**src/rtl/dvfs_ctrl.sv**
```systemverilog
module dvfs_ctrl #(
  parameter int N_TILE_DOM    = 6,
  parameter int TILES_PER_DOM = 4,
  parameter int N_MC_ISL      = 3,
  parameter int VW            = 3,
  parameter int FW            = 4,
  parameter int F_AT_V0       = 1,
  parameter int F_PER_V       = 2,
  localparam int NT = N_TILE_DOM * TILES_PER_DOM,
  localparam int ND = N_TILE_DOM + 2,
  localparam int NI = NT + 1 + N_MC_ISL,
  localparam int DW = $clog2(ND),
  localparam int IW = $clog2(NI)
) (
  input  logic             clk,
  input  logic             rst_n,
  input  logic             cmd_valid,
  input  logic             cmd_freq,
  input  logic             cmd_up,
  input  logic [DW-1:0]    cmd_dom,
  input  logic [IW-1:0]    cmd_isl,
  output logic             resp_ok,
  output logic             resp_busy,
  output logic             resp_reject,
  output logic             reg_req,
  output logic [DW-1:0]    reg_dom,
  output logic [VW-1:0]    reg_level,
  input  logic             reg_ack,
  output logic [ND-1:0]    dom_busy,
  output logic             seq_done,
  output logic [ND*VW-1:0] v_level,
  output logic [NI*FW-1:0] f_level
);
  localparam int VMAX = (1 << VW) - 1;
  localparam int FTOP = (1 << FW) - 1;

  typedef enum logic [2:0] {IDLE, RAISE_V, WAIT_V, SET_F, LOWER_F, DONE} st_t;

  function automatic logic [FW-1:0] fmax(input logic [VW-1:0] v);
    int t;
    t = F_AT_V0 + F_PER_V * int'(v);
    if (t > FTOP) t = FTOP;
    return FW'(t);
  endfunction

  function automatic logic [DW-1:0] dom_of(input int i);
    if (i < NT) return DW'(i / TILES_PER_DOM);
    if (i == NT) return DW'(N_TILE_DOM);
    return DW'(N_TILE_DOM + 1);
  endfunction

  st_t           st;
  logic [DW-1:0] cur_dom;
  logic [VW-1:0] tgt_v;
  logic          going_up;
  logic [VW-1:0] v_q [ND];
  logic [FW-1:0] f_q [NI];

  wire           isl_ok = int'(cmd_isl) < NI;
  wire           dom_ok = int'(cmd_dom) < ND;
  wire [FW-1:0]  sel_f  = isl_ok ? f_q[cmd_isl] : '0;
  wire [DW-1:0]  isl_dom = dom_of(int'(cmd_isl));
  wire [VW-1:0]  sel_v  = dom_ok ? v_q[cmd_dom] : '0;
  wire [VW-1:0]  isl_v  = v_q[isl_dom];

  always_comb
    for (int d = 0; d < ND; d++) dom_busy[d] = (st != IDLE) && (cur_dom == DW'(d));

  assign reg_req   = (st == WAIT_V);
  assign reg_dom   = cur_dom;
  assign reg_level = tgt_v;

  for (genvar d = 0; d < ND; d++) begin : g_v
    assign v_level[d*VW +: VW] = v_q[d];
  end
  for (genvar i = 0; i < NI; i++) begin : g_f
    assign f_level[i*FW +: FW] = f_q[i];
  end

  always_ff @(posedge clk) begin
    if (!rst_n) begin
      st <= IDLE;
      cur_dom <= '0;
      tgt_v <= '0;
      going_up <= 1'b0;
      resp_ok <= 1'b0;
      resp_busy <= 1'b0;
      resp_reject <= 1'b0;
      seq_done <= 1'b0;
      for (int d = 0; d < ND; d++) v_q[d] <= '0;
      for (int i = 0; i < NI; i++) f_q[i] <= fmax('0);
    end else begin
      resp_ok <= 1'b0;
      resp_busy <= 1'b0;
      resp_reject <= 1'b0;
      seq_done <= 1'b0;
      case (st)
        RAISE_V: st <= WAIT_V;
        WAIT_V: if (reg_ack) begin
          v_q[cur_dom] <= tgt_v;
          st <= going_up ? SET_F : DONE;
        end
        SET_F, LOWER_F: begin
          for (int i = 0; i < NI; i++)
            if (dom_of(i) == cur_dom) f_q[i] <= fmax(tgt_v);
          st <= (st == SET_F) ? DONE : RAISE_V;
        end
        DONE: begin
          st <= IDLE;
          seq_done <= 1'b1;
        end
        default: ;
      endcase
      if (cmd_valid) begin
        if (cmd_freq) begin
          if (!isl_ok) resp_reject <= 1'b1;
          else if (dom_busy[isl_dom]) resp_busy <= 1'b1;
          else if (cmd_up ? (sel_f >= fmax(isl_v)) : (sel_f == '0)) resp_reject <= 1'b1;
          else begin
            f_q[cmd_isl] <= cmd_up ? sel_f + 1'b1 : sel_f - 1'b1;
            resp_ok <= 1'b1;
          end
        end else begin
          if (st != IDLE) resp_busy <= 1'b1;
          else if (!dom_ok || (cmd_up ? (int'(sel_v) == VMAX) : (sel_v == '0)))
            resp_reject <= 1'b1;
          else begin
            cur_dom <= cmd_dom;
            tgt_v <= cmd_up ? sel_v + 1'b1 : sel_v - 1'b1;
            going_up <= cmd_up;
            st <= cmd_up ? RAISE_V : LOWER_F;
            resp_ok <= 1'b1;
          end
        end
      end
    end
  end
endmodule

```
**config.mk**
```make
export PLATFORM = sky130hd
export DESIGN_NAME = dvfs_ctrl
export DESIGN_NICKNAME = d
export VERILOG_FILES = /design/src/rtl/dvfs_ctrl.sv
export SDC_FILE = /design/constraint.sdc
export NUM_CORES = 1
export LEC_CHECK = 0
export ABC_AREA = 1
export CORE_MARGIN = 2
export CORE_UTILIZATION = 40
export DETAILED_ROUTE_END_ITERATION = 8
export DONT_BUFFER_PORTS = 1
export HOLD_SLACK_MARGIN = 0.12
export PLACE_DENSITY = 0.52
export SLEW_MARGIN = 10
export SYNTH_ARGS = -nofsm -noshare
export SYNTH_HDL_FRONTEND = slang
export SYNTH_SLANG_ARGS = --single-unit
```
**constraint.sdc**
```tcl
create_clock -name clk -period 4.2 [get_ports clk]
set_clock_uncertainty 0.2 [all_clocks]
set_input_delay 0.84 -clock clk [delete_from_list [all_inputs] [get_ports clk]]
set_output_delay 0.84 -clock clk [all_outputs]
set_load 0.05 [all_outputs]
```
==> results of run 1 <==
routing by layer:
| metal | up-vias | global-route usage [%] | routed length [um] | part of all wire [%] |
|---|---|---|---|---|
| li1 | 3617 | - | - | - |
| met1 | 3478 | 35.6 | 12100 | 42 |
| met4 | 0 | 6.19 | 426 | 1.5 |
| met5 | - | 0 | 0 | 0 |
| met2 | 325 | 41.0 | 13100 | 46 |
| met3 | 37 | 8.38 | 3080 | 11 |
synth_stat cells:
master       n  share of area, %
clkbuf_1    16              0.71
a21oi_4      1              0.19
o21ai_0     36               2.1
inv_2        7              0.31
a31oi_1      1             0.074
nor2_2       1             0.074
buf_4       12               1.1
nor3_1      11              0.65
nor3_2       1              0.12
or2_2        1             0.074
inv_1       61               2.7
nor4_1       5              0.37
a2111oi_0    1              0.10
nand3_2      9               1.1
o211ai_1     2              0.18
ha_1         5              0.74
xnor2_1      1              0.10
a21oi_1     22               1.3
nand3_1    107               6.3
dfxtp_1     14               3.3
nand4_1      2              0.15
buf_1        9              0.40
nand2_1    479                21
nor2_4       1              0.13
a211oi_1     1             0.089
fa_1         2              0.47
o21ai_1     30               1.8
xor2_1       1              0.10
buf_2       10              0.59
edfxtp_1   136                48
o21a_1       1             0.089
clkinv_1     1             0.044
a221oi_1     1              0.10
nor2_1     105               4.7
final cells by class:
class	instances	area (sq um)
multi-input cells	827	3590
inverters	69	259
clock buffers	17	425
well taps	275	344
clock inverters	15	165
fillers	2108	11500
flip-flops and latches	150	4360
repair buffers	37	290
placed cells by master, fill, tap and decap left out, types with 5 or more instances in the layout:
cell type,instances
nand2_1,479
edfxtp_1,136
nand3_1,107
nor2_1,105
inv_1,61
o21ai_0,36
buf_4,36
o21ai_1,30
a21oi_1,22
clkbuf_16,17
dfxtp_1,14
nor3_1,10
nand3_2,9
inv_2,7
inv_6,7
nor4_1,5
ha_1,5
worst min-delay path: stages, from the launching register on:
cell     delay (ps)
dfxtp_1         330
nand2_1          50
o21ai_0          70
sequential cells by signal, summed over array words and instances (netlist names):
signal and cells:
going_up 1, f_q 112, reg_dom 3, seq_done 1, v_q 24, resp_ok 1, resp_busy 1, reg_level 3
st 3, resp_reject 1
power breakdown:
group          leakage, nW  switching, mW  internal [mW]  total (mW)
sequential            1.42          0.234           1.69        1.92
combinational         2.41          0.415          0.129       0.544
clock                0.295          0.671          0.891        1.56
total                 4.13           1.32           2.71        4.03
cells by family (layout without fill, tap and decap cells):
family	after synthesis	count (layout)	share of synthesized area, %
AO/OA/AOI/OAI	96	96	6.05
XOR/XNOR	2	2	0.208
adder cells (fa/ha/maj)	7	7	1.22
buffers and inverters	116	138	5.84
flip-flops	150	150	51.7
AND/OR/NAND/NOR	722	722	35.0
how the worst max path moves through the flow:
stage | startpoint | end | cells past startpoint
6_report | cmd_isl[0] | f_q[27][2] | 14
5_1_grt | cmd_isl[0] | f_q[27][2] | 14
4_1_cts | cmd_isl[0] | f_q[27][3] | 14
3_5_place_dp | cmd_isl[0] | f_q[27][3] | 14
3_3_place_gp | cmd_isl[0] | f_q[27][3] | 14
2_1_floorplan | cmd_isl[0] | f_q[3][0] | 18
==> summary.md, run 1 <==
| Metric | Value |
|---|---|
| Worst Tran Pin Value | `approximately 1000 ps` |
| Placed inst area | `8840 sq um` |
| Congestion Overflow GR | `0` |
| Status | `finished clean` |
| Tot GR Track Use | `approximately a quarter` |
| CTS tree | `built` |
| Vias per cell | `~5.4` |
| Drt total wl | `28.6 mm` |
| H-tree Lvls | `4` |
| Post-CTS Setup Bufs | `0` |
| First-pass DRT Iterations | `6` |
| CP cell instances | `nor2_2, inv_2, a21oi_4, inv_1, o21ai_0, a21oi_1, a2111oi_0, ha_1, a211oi_1, nand2_1, nand2_1, buf_4, nand3_1, nand2_1` |
| Gpl congestion | `0.896` |
| Req. time, crit path | `4120 ps` |
| Wire per inst | `20.6 um` |
| Final Cell Area | `between 9000 and 10000 sq um` |
| Post-CTS sizing | `0` |
| Share of cells above drive strength 1 | `approximately 8.2%` |
| FMAX | `0.278 GHz` |
| Sink Count | `150` |
| Die Span Y | `149 um` |
| Slew HR | `32.1%` |
| Core Util, Final | `45.2%` |
| Synth unique cells | `34` |
| Reg2Reg Setup Slack | `740 ps` |
| Post-Syn Area | `8440 sq um` |
| Global-route wire length before repair | `43.0 mm` |
| HPWL after DPL | `21.1 mm` |
| Placement row count | `53` |
| Clock slew at reported path FFs | `60 ps` |
| Fin. max-slew vios | `0` |
| # DRC | `0` |
| Hold endpoint | `going_up` |
| Hold-fix buffers at CTS | `0` |
| Crit Path Category | `in -> reg` |
| Buffer depth of the longest clock path | `2` |
| Syn nets | `1114` |
| Post-Place Setup Slack | `about 140 ps` |
| IO Pins | `around 170` |
| Sum Neg Setup Slack | `0 ps` |
| R2R cell count | `15` |
| Die Span X | `~150 um` |
| RSZ-0062 raised after global routing | `no` |
| VDD IR max | `0.000277 V` |
| Critical path buffers and inverters | `3` |
| Placed insts | `1358` |
| Post-route minimum period | `3600 ps` |
| Initial antenna violation count | `0` |
| Pwr dens | `427 nW/um^2` |
| Final #Nets | `1123` |
| CP Launch Type | `input pin` |
| YS warnings | `0` |
| Via count | `around 7500` |
| Mean Syn Cell Area | `7.72 sq um` |
| Largest net degree at the start of global routing | `58` |
| Die area | `about 22000 sq um` |
| Final period utilization | `85.7%` |
| Hold Path Depth | `2` |
| Vias in the first global route | `roughly 7000` |
| Setup crit end kind | `flip-flop` |
| Clk_lat worst skew | `430 ps` |
| Initial core utilization | `around 40%` |
| Area Growth Syn to Fin | `11.8%` |
| Diodes inserted | `0` |
| DRT iter0 DRCs | `614` |
| Max stage delay on crit path | `450 ps` |
| Core area | `approximately 21000 sq um` |
| HP Start | `going_up` |
| Synthesized flop and latch total | `150` |
| Leakage power figure | `~4.1 nW` |
| WHS | `286 ps` |
| R2R Path Start | `f_q[12][3]` |
| Slowest stage cell, crit path | `a2111oi_0` |
| CTS Root Cell | `clkbuf_16` |
| Worst-path maximum fanout | `40` |
| Synth Instances | `approximately 1100` |
| Hold Vio Cnt, Final | `0` |
| CP top delay family | `compound AO/OA/AOI/OAI gates` |
| Count of input and output buffers | `0` |
| Arrival @ worst endpoint | `approximately 3500 ps` |
| Sequential area share after synthesis | `51.7%` |
| Max-Cap Viols | `0` |
| FF-to-FF End | `f_q[27][2]` |
| Final WS setup | `603 ps` |
| Final setup fails | `0` |
| Top cell by count, worst path | `nand2_1` |
| Final std cells w/o fill | `1390` |
| Hold Crit Class | `reg -> reg` |
| DRT antenna net count | `0` |
| Total power draw | `4.03 mW` |
| CTS buffer count | `17` |
Note: power is estimated with default switching activity, not from simulation.
==> inputs of run 2 (changes only) <==
- ABC_AREA: 1 -> 0
==> summary.md, run 2 <==
| Metric | Value |
|---|---|
| H-tree Lvls | `4` |
| Final setup fails | `0` |
| Vias per cell | `between 5 and 6` |
| Setup crit end kind | `flip-flop` |
| Leading cell type in the layout, fill and taps excluded | `buf_4` |
| Post-CTS Setup Bufs | `0` |
| Worst Tran Pin Value | `about 950 ps` |
| Slowest stage cell, crit path | `mux4_2` |
| Largest area contributor in the netlist | `edfxtp_1` |
| Compound-cell area share of the yosys netlist | `~10%` |
| Worst-path maximum fanout | `35` |
| Post-Syn Area | `8360 sq um` |
| Area Growth Syn to Fin | `27.5%` |
| Post-synth EDFFs | `between 100 and 150` |
| Diodes inserted | `0` |
| Asr flop ratio synth | `0%` |
| Final Cell Area | `10700 sq um` |
| CTS buffer count | `17` |
| # DRC | `0` |
| Crit Path Category | `in -> reg` |
| Die area | `roughly 22000 sq um` |
| Wire per inst | `24.8 um` |
| CTS Root Cell | `clkbuf_16` |
| CP Launch Type | `input pin` |
| First-pass DRT Iterations | `7` |
| Congestion Overflow GR | `0` |
| Leakage power figure | `4.12 nW` |
| DRT antenna net count | `0` |
| Post-synth top cells | `edfxtp_1 (136), nand2_1 (60), mux2i_1 (51), o21ai_0 (50), clkbuf_1 (30)` |
| Slew HR | `36.3%` |
| Vias in the first global route | `6656` |
| Multiplexer share of the synthesized area | `14.6%` |
| Synth Instances | `694` |
| Core Util, Final | `52.4%` |
| Sequential area share after synthesis | `52.2%` |
| RSZ-0062 raised after global routing | `no` |
| Clock slew at reported path FFs | `60 ps` |
| Final #Nets | `~860` |
| Post-route minimum period | `3880 ps` |
| Critical path buffers and inverters | `2` |
| Fill cell count | `1757` |
| IO Pins | `approximately 170` |
| Synth Area in XOR/XNOR | `0.733%` |
| VDD IR max | `~0.00032 V` |
| Syn nets | `around 720` |
| Arrival @ worst endpoint | `3870 ps` |
| Clk_lat worst skew | `440 ps` |
| CP cell instances | `mux4_2, nor3b_1, a221o_1, a211o_1, ha_2, a21o_1, a21o_1, nor2_2, a31oi_4, buf_4, nor3_4, buf_4, nand3_4, mux2_1` |
| Synth area leaders | `edfxtp_1 (49%), mux4_2 (6.7%), mux2i_1 (6.1%)` |
| Count of input and output buffers | `0` |
| Placed inst area | `10100 sq um` |
| Initial antenna violation count | `0` |
| Largest net degree at the start of global routing | `55` |
| Die Span X | `149 um` |
| Global-route wire length before repair | `41.3 mm` |
| Core area | `20400 sq um` |
| Max FFs per register | `~110` |
| Commonest cells after routing, fill and taps aside | `buf_4 (175), edfxtp_1 (136), nand2_1 (55)` |
| DRT iter0 DRCs | `626` |
| Fin. max-slew vios | `0` |
| Largest family of logic cells by synthesized area | `simple AND/OR/NAND/NOR gates` |
| Most common cell in the netlist | `edfxtp_1` |
| Post-Synth Adder-Cell Area | `under 10%` |
| Hold Vio Cnt, Final | `0` |
| Max-Cap Viols | `0` |
| Initial core utilization | `slightly above 40%` |
| Final period utilization | `between 90 and 100%` |
| Hold Crit Class | `reg -> reg` |
| CP top delay family | `compound AO/OA/AOI/OAI gates` |
| Status | `finished clean` |
| Placement row count | `52` |
| Tot GR Track Use | `25.4%` |
| Ys flop type | `edfxtp_1` |
| Gpl congestion | `0.907` |
| Regs by FF count | `f_q (112), v_q (24)` |
| Max stage delay on crit path | `roughly 470 ps` |
| Synth unique cells | `between 70 and 80` |
| HPWL after DPL | `20.8 mm` |
| Req. time, crit path | `around 4200 ps` |
| Share of cells above drive strength 1 | `a little over a third` |
| Synth Area in Simple Gates | `17.3%` |
| Top-area cell type share of the netlist area | `about half` |
| Post-CTS sizing | `0` |
| Pwr dens | `372 nW/um^2` |
| Via count | `~6700` |
| Hold-fix buffers at CTS | `0` |
| Drt total wl | `~28 mm` |
| FMAX | `0.257 GHz` |
| Synthesized flop and latch total | `150` |
| YS warnings | `0` |
| Sink Count | `150` |
| CTS tree | `built` |
| Buffer depth of the longest clock path | `2` |
| Most flop-heavy register | `f_q` |
| Mean Syn Cell Area | `12.1 sq um` |
| Die Span Y | `149 um` |
==> run 2: cells by family (layout without fill, tap and decap cells) <==
logic type,count (synthesis),after routing
simple gates,241,241
flops,150,150
compound gates,135,135
mux,89,89
buf+inv,65,220
fa+ha+maj,7,7
xor+xnor,7,7
==> run 2: final cells by class <==
| class | instances | area [sq um] | area share, % |
|---|---|---|---|
| Clock buffer | 17 | 425 | 3.99 |
| Timing Repair Buffer | 179 | 1390 | 13.1 |
| Multi-Input combinational cell | 479 | 4010 | 37.5 |
| Clock inverter | 15 | 106 | 0.997 |
| Tap cell | 270 | 338 | 3.17 |
| Inverter | 9 | 33.8 | 0.317 |
| Sequential cell | 150 | 4360 | 40.9 |
==> run 2: layer usage <==
metal / part of all wire (%) / wire length [um] / vias up / global-route usage [%]
met1: 39 / 10700 / 3275 / 32.4
met2: 48 / 13200 / 383 / 41.1
met3: 11 / 2980 / 50 / 7.61
li1: - / - / 2956 / -
met4: 2.7 / 740 / 0 / 9.33
met5: 0 / 0 / - / 0
==> run 2: path summary, 6_finish.rpt <==
check	start	end	slack, ps	cells past startpoint
min	going_up	going_up	250	2
max reg2reg	f_q[24][1]	f_q[19][1]	320	14
min reg2reg	going_up	going_up	250	2
max	cmd_isl[0]	f_q[19][1]	320	14
==> run 2: worst min-delay path, stage by stage (launching register included) <==
cell and delay (ps):
dfxtp_1 310, nand2_1 50, nand2_1 50
==> run 2: report_power, final <==
group	internal (mW)	switching (mW)	leakage (nW)
registers	1.69	0.0800	1.42
clock network	0.755	0.658	0.250
logic	0.264	0.523	2.44
total	2.71	1.26	4.12
==> run 2: per-stage QoR <==
step	setup TNS [ps]	cells	power [mW]	hold slack, ps	setup WS, ps
after global placement	-343	1087	2.57	233	-54.0
after detailed placement	-4470	1087	2.58	240	-102
final	0	1119	3.97	253	316
after global routing	0	1119	4.09	283	85.0
after CTS	0	1119	3.97	249	316
after floorplan	-23550	694	2.34	222	-331
==> inputs of run 3 (changes only) <==
- BUFFER_PORTS_ARGS: not set -> -buffer_cell sky130_fd_sc_hd__buf_2
- DONT_BUFFER_PORTS: 1 -> not set
- PLACE_DENSITY: 0.52 -> 0.59
- RECOVER_POWER: not set -> 50
- clock period: 4.2 -> 4.76 ns (I/O delays scaled with it)
==> summary.md, run 3 (same netlist as run 2, synthesis figures left out) <==
| Metric | Value |
|---|---|
| Tot GR Track Use | `25.7%` |
| Clock slew at reported path FFs | `~60 ps` |
| IO Pins | `approximately 170` |
| Area occupied by multi-input gates | `3790 sq um` |
| Gpl congestion | `0.940` |
| Commonest cells after routing, fill and taps aside | `clkbuf_1 (158), edfxtp_1 (136), buf_4 (88)` |
| FF-to-FF End | `f_q[16][1]` |
| Leading cell type in the layout, fill and taps excluded | `clkbuf_1` |
| CTS buffer count | `17` |
| CTS tree | `built` |
| Busiest grt layer | `met2` |
| Max-Cap Viols | `0` |
| Vias per cell | `just under 6` |
| Clk_lat worst skew | `420 ps` |
| First-pass DRT Iterations | `5` |
| Vias in the first global route | `approximately 7100` |
| Max stage delay on crit path | `500 ps` |
| Total power draw | `about 3.7 mW` |
| VDD IR max | `0.000252 V` |
| Arrival @ worst endpoint | `4480 ps` |
| GRT met1 Usage | `between 30% and 40%` |
| Pwr dens | `between 300 and 400 nW/um^2` |
| Buffer depth of the longest clock path | `2` |
| Area Growth Syn to Fin | `27.2%` |
| CP cell instances | `clkbuf_4, buf_4, nor3_1, mux2i_1, mux4_2, ha_1, a21o_1, a21o_1, nor2_2, a31oi_4, nor4_4, nand2_1, buf_12, o31ai_1` |
| Worst setup path start | `cmd_isl[0]` |
| Drt total wl | `28.1 mm` |
| Congestion Overflow GR | `0` |
| H-tree Lvls | `4` |
| Final #Nets | `~940` |
| Crit Path Category | `in -> reg` |
| Post-route minimum period | `around 4500 ps` |
| Slowest stage cell, crit path | `mux4_2` |
| Fill cell count | `1845` |
| Die Span Y | `around 150 um` |
| # DRC | `0` |
| Sink Count | `150` |
| WHS | `245 ps` |
| R2R cell count | `13` |
| Req. time, crit path | `4760 ps` |
| Final setup fails | `0` |
| Final WS setup | `284 ps` |
| DRT antenna net count | `0` |
| Final period utilization | `94.0%` |
| Core area | `20400 sq um` |
| Count of input and output buffers | `168` |
| Fin. max-slew vios | `0` |
| Wire per inst | `about 23 um` |
| Initial core utilization | `41.1%` |
| Reg2Reg Setup Slack | `820 ps` |
| FMAX | `0.223 GHz` |
| Regs by FF count | `f_q (112), v_q (24)` |
| Largest net degree at the start of global routing | `29` |
| CTS Root Cell | `clkbuf_16` |
| Share of cells above drive strength 1 | `22.9%` |
| CP Launch Type | `input pin` |
| Met2 usage | `between 40% and 50%` |
| RSZ-0062 raised after global routing | `no` |
| Reg area | `approximately 4400 sq um` |
| Global-route wire length before repair | `42.6 mm` |
| R2R Path Start | `f_q[24][1]` |
| Status | `finished clean` |
| Hold Vio Cnt, Final | `0` |
| Max FFs per register | `about 110` |
| Hold Crit Class | `reg -> reg` |
| Placement row count | `52` |
| Slew HR | `under 10%` |
| Worst-path maximum fanout | `20` |
| Via count | `6966` |
| Post-Place Setup Slack | `-250 ps` |
| Leakage power figure | `3.97 nW` |
| Worst Tran Pin Value | `between 1000 and 1500 ps` |
| Setup crit end kind | `flip-flop` |
| Die area | `22100 sq um` |
| DRT iter0 DRCs | `518` |
| Top cell by count, worst path | `a21o_1` |
| Routing usage on met3 | `4.11%` |
| Die Span X | `149 um` |
| HPWL after DPL | `roughly 22 mm` |
| Most flop-heavy register | `f_q` |
| Worst Setup EP | `f_q[16][1]` |
| Initial antenna violation count | `0` |
run 3: cell types whose count changed in the layout (fill, tap and decap cells not counted), moves of 5 or more:
| cell | previous run | this run |
|---|---|---|
| buf_2 | 0 | 11 |
| o21ai_0 | 32 | 38 |
| clkbuf_1 | 0 | 158 |
| and2_1 | 18 | 10 |
| nand2_1 | 55 | 60 |
| and2_0 | 1 | 9 |
| o21ai_4 | 15 | 5 |
| buf_12 | 4 | 9 |
| buf_4 | 175 | 88 |
run 3: timing repair:
item | CTS | global route
hold buffers | 0 | 0
gates resized for setup | 0 | 1
setup buffers | 0 | 0
setup endpoints to repair | 0 | 3
run 3: layout make-up:
cell class / instances / area share [%]
multi-input combinational: 479 / 35.7
tap: 270 / 3.18
clock inverter: 13 / 1.71
antenna: 1 / 0.0235
inverter: 9 / 0.318
clock buffer: 18 / 4.03
sequential: 150 / 41.0
timing repair buffer: 266 / 14.0
run 3: report_power, final:
group          internal (mW)  switching, mW
Clock                  0.874          0.550
Sequential              1.49         0.0479
Combinational          0.220          0.522
Total                   2.58           1.12
run 3: worst min path at each step:
stage	cells after the start	from	endpoint	slack, ps
after global routing	2	going_up	going_up	280
final	2	going_up	going_up	240
after detailed placement	2	going_up	going_up	240
after CTS	2	going_up	going_up	250
after global placement	2	going_up	going_up	230
after floorplan	2	going_up	going_up	220
run 3: worst max-delay path, delay by kind of cell:
| kind | cells | cell delay, ps |
|---|---|---|
| adder cells (fa/ha/maj) | 1 | 310 |
| multiplexers | 2 | 660 |
| AND/OR/NAND/NOR | 4 | 1000 |
| AO/OA/AOI/OAI | 4 | 850 |
| buffers and inverters | 3 | 680 |
run 3: layer usage:
layer | wire length [um] | share of wire (%) | vias to the layer above
met5 | 0 | 0 | -
met4 | 638 | 2.3 | 0
met3 | 2200 | 7.8 | 42
met2 | 13600 | 49 | 355
met1 | 11600 | 41 | 3432
li1 | - | - | 3137
run 3: stage by stage:
step / utilization [%] / cell area, sq um / std cells / setup TNS, ps
2_1_floorplan: - / 8500 / 694 / 0
3_3_place_gp: 50.2 / 10200 / 1174 / -17700
3_5_place_dp: 50.2 / 10200 / 1174 / -27810
4_1_cts: 53.2 / 10800 / 1205 / 0
5_1_grt: 52.2 / 10600 / 1205 / 0
6_report: 52.2 / 10600 / 1206 / 0
